**src/rtl/tlg_pkg.sv**
```systemverilog
package tlg_pkg;

    localparam int BYTE_W   = 8;
    localparam int WORD_W   = 2 * BYTE_W - 1;
    localparam int ADDR_W   = 7;
    localparam int BITCNT_W = $clog2(BYTE_W + 2);

    typedef enum logic [1:0] {
        BUS_IDLE,
        BUS_ADDR,
        BUS_DATA,
        BUS_SKIP
    } bus_state_e;

    typedef enum logic {
        KIND_DIV  = 1'b0,
        KIND_CTRL = 1'b1
    } pair_kind_e;

    typedef struct packed {
        logic                valid;
        pair_kind_e          kind;
        logic [BYTE_W-2:0]   upper;
    } half_pair_t;

    function automatic logic addr_hit(input logic [BYTE_W-1:0] b,
                                      input logic [ADDR_W-2:0] hi,
                                      input logic sel);
        return (b[BYTE_W-1:1] == {hi, sel}) && !b[0];
    endfunction

endpackage

```
**src/rtl/tlg_sync.sv**
```systemverilog
module tlg_sync #(
    parameter int STAGES = 2
) (
    input  logic clk,
    input  logic rst,
    input  logic scl_i,
    input  logic sda_i,
    output logic sda_lvl,
    output logic scl_rise,
    output logic scl_fall,
    output logic start_det,
    output logic stop_det
);
    logic [STAGES-1:0] scl_sr;
    logic [STAGES-1:0] sda_sr;
    logic              scl_d;
    logic              sda_d;
    logic              scl_now;

    always_ff @(posedge clk) begin
        if (rst) begin
            scl_sr <= '1;
            sda_sr <= '1;
            scl_d  <= 1'b1;
            sda_d  <= 1'b1;
        end else begin
            scl_sr <= {scl_sr[STAGES-2:0], scl_i};
            sda_sr <= {sda_sr[STAGES-2:0], sda_i};
            scl_d  <= scl_sr[STAGES-1];
            sda_d  <= sda_sr[STAGES-1];
        end
    end

    assign scl_now   = scl_sr[STAGES-1];
    assign sda_lvl   = sda_sr[STAGES-1];
    assign scl_rise  = scl_now & ~scl_d;
    assign scl_fall  = ~scl_now & scl_d;
    assign start_det = scl_now & scl_d & sda_d & ~sda_lvl;
    assign stop_det  = scl_now & scl_d & ~sda_d & sda_lvl;
endmodule

```
**src/rtl/tlg_byte_rx.sv**
```systemverilog
module tlg_byte_rx
    import tlg_pkg::*;
#(
    parameter logic [ADDR_W-2:0] ADDR_HI = 6'b110000
) (
    input  logic              clk,
    input  logic              rst,
    input  logic              sda_lvl,
    input  logic              scl_rise,
    input  logic              scl_fall,
    input  logic              start_det,
    input  logic              stop_det,
    input  logic              addr_sel,
    output logic              ack_q,
    output logic              byte_stb,
    output logic              frame_open,
    output logic [BYTE_W-1:0] byte_q
);
    bus_state_e          state;
    logic [BITCNT_W-1:0] bit_cnt;
    logic                active;

    assign active = (state == BUS_ADDR) || (state == BUS_DATA);

    always_ff @(posedge clk) begin
        if (rst) begin
            state      <= BUS_IDLE;
            bit_cnt    <= '0;
            byte_q     <= '0;
            ack_q      <= 1'b0;
            byte_stb   <= 1'b0;
            frame_open <= 1'b0;
        end else begin
            byte_stb   <= 1'b0;
            frame_open <= 1'b0;
            if (start_det) begin
                state      <= BUS_ADDR;
                bit_cnt    <= '0;
                ack_q      <= 1'b0;
                frame_open <= 1'b1;
            end else if (stop_det) begin
                state   <= BUS_IDLE;
                bit_cnt <= '0;
                ack_q   <= 1'b0;
            end else if (active) begin
                if (scl_rise) begin
                    if (bit_cnt < BITCNT_W'(BYTE_W)) begin
                        byte_q  <= {byte_q[BYTE_W-2:0], sda_lvl};
                        bit_cnt <= bit_cnt + 1'b1;
                    end else if (bit_cnt == BITCNT_W'(BYTE_W)) begin
                        bit_cnt <= bit_cnt + 1'b1;
                        if (state == BUS_DATA && ack_q)
                            byte_stb <= 1'b1;
                    end
                end else if (scl_fall) begin
                    if (bit_cnt == BITCNT_W'(BYTE_W)) begin
                        if (state == BUS_DATA || addr_hit(byte_q, ADDR_HI, addr_sel))
                            ack_q <= 1'b1;
                        else
                            state <= BUS_SKIP;
                    end else if (bit_cnt == BITCNT_W'(BYTE_W + 1)) begin
                        ack_q   <= 1'b0;
                        bit_cnt <= '0;
                        state   <= BUS_DATA;
                    end
                end
            end
        end
    end
endmodule

```
**src/rtl/tlg_pair_steer.sv**
```systemverilog
module tlg_pair_steer
    import tlg_pkg::*;
(
    input  logic              clk,
    input  logic              rst,
    input  logic              byte_stb,
    input  logic              frame_open,
    input  logic [BYTE_W-1:0] byte_q,
    output logic [WORD_W-1:0] div_ratio,
    output logic [WORD_W-1:0] ctrl_word
);
    half_pair_t half;

    always_ff @(posedge clk) begin
        if (rst) begin
            half      <= '0;
            div_ratio <= '0;
            ctrl_word <= '0;
        end else if (frame_open) begin
            half.valid <= 1'b0;
        end else if (byte_stb) begin
            if (!half.valid) begin
                half.valid <= 1'b1;
                half.kind  <= pair_kind_e'(byte_q[BYTE_W-1]);
                half.upper <= byte_q[BYTE_W-2:0];
            end else begin
                half.valid <= 1'b0;
                if (half.kind == KIND_DIV)
                    div_ratio <= {half.upper, byte_q};
                else
                    ctrl_word <= {half.upper, byte_q};
            end
        end
    end
endmodule

```
**src/rtl/telegram_slave.sv**
```systemverilog
module telegram_slave
    import tlg_pkg::*;
#(
    parameter logic [ADDR_W-2:0] ADDR_HI     = 6'b110000,
    parameter int                SYNC_STAGES = 2
) (
    input  logic              clk,
    input  logic              rst,
    input  logic              scl_i,
    input  logic              sda_i,
    input  logic              addr_sel,
    output logic              sda_oe,
    output logic [WORD_W-1:0] div_ratio,
    output logic [WORD_W-1:0] ctrl_word
);
    logic              sda_lvl, scl_rise, scl_fall, start_det, stop_det;
    logic              ack_q, byte_stb, frame_open;
    logic [BYTE_W-1:0] byte_q;

    tlg_sync #(.STAGES(SYNC_STAGES)) u_sync (
        .clk       (clk),
        .rst       (rst),
        .scl_i     (scl_i),
        .sda_i     (sda_i),
        .sda_lvl   (sda_lvl),
        .scl_rise  (scl_rise),
        .scl_fall  (scl_fall),
        .start_det (start_det),
        .stop_det  (stop_det)
    );

    tlg_byte_rx #(.ADDR_HI(ADDR_HI)) u_rx (
        .clk        (clk),
        .rst        (rst),
        .sda_lvl    (sda_lvl),
        .scl_rise   (scl_rise),
        .scl_fall   (scl_fall),
        .start_det  (start_det),
        .stop_det   (stop_det),
        .addr_sel   (addr_sel),
        .ack_q      (ack_q),
        .byte_stb   (byte_stb),
        .frame_open (frame_open),
        .byte_q     (byte_q)
    );

    tlg_pair_steer u_steer (
        .clk        (clk),
        .rst        (rst),
        .byte_stb   (byte_stb),
        .frame_open (frame_open),
        .byte_q     (byte_q),
        .div_ratio  (div_ratio),
        .ctrl_word  (ctrl_word)
    );

    // power-on hold: never pull the line while reset is present
    assign sda_oe = ack_q & ~rst;
endmodule

```
**config.mk**
```make
export PLATFORM = sky130hd
export DESIGN_NAME = telegram_slave
export DESIGN_NICKNAME = d
export VERILOG_FILES = /design/src/rtl/tlg_pkg.sv /design/src/rtl/tlg_sync.sv /design/src/rtl/tlg_byte_rx.sv /design/src/rtl/tlg_pair_steer.sv /design/src/rtl/telegram_slave.sv
export SDC_FILE = /design/constraint.sdc
export NUM_CORES = 1
export LEC_CHECK = 0
export ABC_CLOCK_PERIOD_IN_PS = 3300
export BUFFER_PORTS_ARGS = -buffer_cell sky130_fd_sc_hd__buf_2
export CAP_MARGIN = 20
export CORE_AREA = 2 2 81 83
export CTS_CLUSTER_DIAMETER = 120
export CTS_CLUSTER_SIZE = 10
export DETAILED_ROUTE_END_ITERATION = 8
export DIE_AREA = 0 0 83 85
export PLACE_DENSITY_LB_ADDON = 0.08
export SYNTH_ARGS = -nofsm -noshare
export SYNTH_HDL_FRONTEND = slang
export SYNTH_SLANG_ARGS = --single-unit
```
**constraint.sdc**
```tcl
create_clock -name clk -period 3.3 [get_ports clk]
set_clock_uncertainty 0.15 [all_clocks]
set_input_delay 0.495 -clock clk [delete_from_list [all_inputs] [get_ports clk]]
set_output_delay 0.495 -clock clk [all_outputs]
set_load 0.005 [all_outputs]
```
==> results.py <==
metrics = {
    "outcome": {
        "outcome": "complete, no violations",
    },
    "cts": {
        "cts_buffer_depth": 2,
        "numCtsBuffers": 9,
        "clkSlewWorstSetupHoldPaths_ns": 0.07,
        "clk_latency_ns": 0.34,
        "cts-resized-gates": 0,
        "cts_htree_levels": 3,
        "cts_num_sinks": 62,
        "cts_root_buffer": "sky130_fd_sc_hd__clkbuf_8",
        "post_cts.repair.setup_buffers": 0,
        "holdBufCountCts": 0,
        "tritoncts": "yes",
    },
    "timing": {
        "max_freq_mhz": 454,
        "setup_viol": 0,
        "worst_hold_slack_ns": 0.185,
        "tns_ns": 0,
        "max-slew-margin-rel_pct": 30.5,
        "final-hold-violation-count": 0,
        "drv_slew": 0,
        "timing.final.crit_period_ns": 2.20,
        "final_min_period_over_clock_period_pct": 66.7,
        "timing.final.ws_setup_ns": 1.10,
        "worstMarginPinSlew_ns": 1.04,
        "rsz0062_at_grt": "no",
    },
    "synth": {
        "syn-instance-count": 277,
        "synthesis.area_um2": 2450,
        "synth_ff_type": "sky130_fd_sc_hd__dfxtp_1",
        "syn_avg_cell_area_um2": 8.85,
        "synth_largest_area_cell": "sky130_fd_sc_hd__dfxtp_1",
        "synth.ff_latch_count": 62,
        "yosys-top-cells-area": "sky130_fd_sc_hd__dfxtp_1, sky130_fd_sc_hd__nand2_1, sky130_fd_sc_hd__a21oi_1",
        "synth_top_area_share_pct": 50.6,
        "yosys.cell_types.count": 38,
        "synth_async_sr_flop_share_pct": 0,
        "yosys_warn_count": 0,
        "most_instantiated_cells_after_synthesis": "sky130_fd_sc_hd__nand2_1, sky130_fd_sc_hd__dfxtp_1, sky130_fd_sc_hd__a21oi_1",
        "postSynthNetCount": 289,
        "number_of_flops_mapped_to_enable_cells_by_yosys": 0,
        "synth-seq-area-share_pct": 50.6,
        "synth.most_common_cell": "sky130_fd_sc_hd__nand2_1",
    },
    "placed_design": {
        "placedCellCount": 378,
        "detailed_place_hpwl_um": 3660,
        "io_buffer_count": 35,
        "placer_congestion": 0.785,
        "detailedPlace.worstSlack_ns": 1.13,
    },
    "critical_path": {
        "cpMaxStageDelayCell": "sky130_fd_sc_hd__nor3b_1",
        "worst-endpoint-arrival_ns": 2.28,
        "critical_path_required_ns": 3.38,
        "crit_path_max_incr_delay_ns": 0.41,
        "critPathMaxFanout": 4,
        "crit_family": "compound AO/OA/AOI/OAI gates",
        "worst_setup_path_category": "register to register",
        "timing.critical_path.cells": "inv_1, ha_1, nor3b_1, o2111ai_1, a41oi_1, mux2_2",
        "cp-start-kind": "register",
        "critical_path.endpoint_type": "register",
        "timing.critical_path.buf_inv": 1,
        "rrSetupSlack_ns": 1.10,
    },
    "floorplanning": {
        "die_area_um2": 7060,
        "effective_utilization_at_floorplan_pct": 39.5,
        "floorplan.core_area_um2": 6200,
        "floorplan.die.height_um": 85,
        "die_x_um": 83,
        "placement_rows": 29,
        "top_level_ports": 36,
    },
    "power_and_ir_drop": {
        "vdd_drop_max_uv": 288,
        "pwr_density_cell_nw_per_um2": 525,
        "design_power_total_mw": 1.53,
        "p_leak_nw": 1.11,
    },
    "finish": {
        "multi_input_area_um2": 1130,
        "area.growth.synth_to_final_pct": 19.1,
        "fill_cells": 634,
        "layoutNonFillerInstCount": 395,
        "design.final.nets": 325,
        "layout-drive-gt1-share_pct": 19.5,
        "antenna_cells": 0,
        "layout.area.seq_um2": 1240,
    },
    "grt": {
        "antenna_violations_before_repair": 0,
        "grt_pass1_vias": 1870,
        "wire_length_of_the_first_global_routing_pass_um": 9160,
        "grt_usage_pct": 16.6,
        "maximum_number_of_pins_on_one_net_before_global_route_repair": 32,
        "grt-ovfl-total": 0,
    },
    "drt": {
        "routedWlPerCell_um": 13.8,
        "top_signal_layer_used": "met4",
        "wl_met2_um": 2360,
        "ant_nets": 0,
        "postRouteWirelength_um": 5440,
        "met1_length_um": 2730,
        "vias": 1955,
        "drt_first_iter_violations": 79,
        "drt_drc_violations_left": 0,
        "vias_per_cell": 4.95,
        "route.met3.wl_um": 208,
        "first_pass_iters": 4,
    },
    "min_path": {
        "hold_class": "input port to register",
    },
    "job": {
        "maxCapViolCount": 0,
    },
}
-- final timing paths --
path,from,end,cells past startpoint
worst max register to register,u_rx.state[0],u_rx.state[0],6
worst max-delay path,u_rx.state[0],u_rx.state[0],6
worst min-delay path,scl_i,u_sync.scl_sr[0],2
worst min register to register,u_sync.scl_sr[0],u_sync.scl_sr[1],1
-- sequential cells by signal, summed over array words and instances (netlist names), 2 cells and up --
| signal | count |
|---|---|
| u_sync.sda_sr | 2 |
| u_steer.ctrl_word | 15 |
| u_steer.div_ratio | 15 |
| u_rx.state | 2 |
| u_steer.half | 9 |
| u_sync.scl_sr | 2 |
| u_rx.byte_q | 8 |
| u_rx.bit_cnt | 4 |
-- power by group --
| part | internal (mW) | switching [mW] | leakage [nW] | total (mW) |
|---|---|---|---|---|
| logic | 0.0108 | 0.0228 | 0.507 | 0.0336 |
| clock network | 0.446 | 0.299 | 0.102 | 0.745 |
| registers | 0.752 | 0.00264 | 0.501 | 0.754 |
-- routing by layer --
layer  global-route usage (%)  up-vias
met5                        0        -
met4                     10.4        0
met3                     3.50       11
met2                     24.9       36
met1                     21.7      906
li1                         -     1002
-- cells in the final DEF, fill, tap and decap left out, types with 2 or more instances in the layout --
| master | instances |
|---|---|
| sky130_fd_sc_hd__buf_4 | 3 |
| sky130_fd_sc_hd__a31oi_1 | 2 |
| sky130_fd_sc_hd__dfxtp_1 | 62 |
| sky130_fd_sc_hd__a211oi_1 | 2 |
| sky130_fd_sc_hd__bufinv_16 | 2 |
| sky130_fd_sc_hd__nor3b_1 | 3 |
| sky130_fd_sc_hd__nand4_1 | 2 |
| sky130_fd_sc_hd__xnor2_1 | 2 |
| sky130_fd_sc_hd__nor2_1 | 21 |
| sky130_fd_sc_hd__nand2_1 | 65 |
| sky130_fd_sc_hd__ha_1 | 7 |
| sky130_fd_sc_hd__inv_1 | 9 |
| sky130_fd_sc_hd__nand2b_1 | 5 |
| sky130_fd_sc_hd__buf_2 | 35 |
| sky130_fd_sc_hd__nor4b_1 | 2 |
| sky130_fd_sc_hd__a21oi_1 | 35 |
| sky130_fd_sc_hd__clkinvlp_4 | 3 |
| sky130_fd_sc_hd__mux2i_1 | 16 |
| sky130_fd_sc_hd__or2_2 | 7 |
| sky130_fd_sc_hd__o21a_1 | 3 |
| sky130_fd_sc_hd__nor2b_1 | 2 |
| sky130_fd_sc_hd__clkbuf_8 | 10 |
-- cell families after synthesis --
| family | share of synthesized area, % |
|---|---|
| multiplexers | 6.99 |
| flip-flops | 50.6 |
| buffers and inverters | 3.37 |
| adder cells (fa/ha/maj) | 3.57 |
| AND/OR/NAND/NOR | 21.0 |
| AO/OA/AOI/OAI | 13.3 |
| XOR/XNOR | 1.07 |
-- area by class of cell --
type / count / area share [%]
Clock buffer: 11 / 4.84
Tap cell: 77 / 3.30
Multi-Input combinational cell: 193 / 38.6
Sequential cell: 62 / 42.5
Clock inverter: 5 / 2.83
Inverter: 9 / 1.16
Timing Repair Buffer: 38 / 6.77
-- stage by stage --
step | util [%] | area (um^2)
floorplan | - | 2450
global placement | 43.3 | 2690
detailed placement | 43.3 | 2690
CTS | 46.9 | 2910
global route | 47.1 | 2920
finish | 47.1 | 2920
No activity file was read; power rests on OpenSTA's default activity.
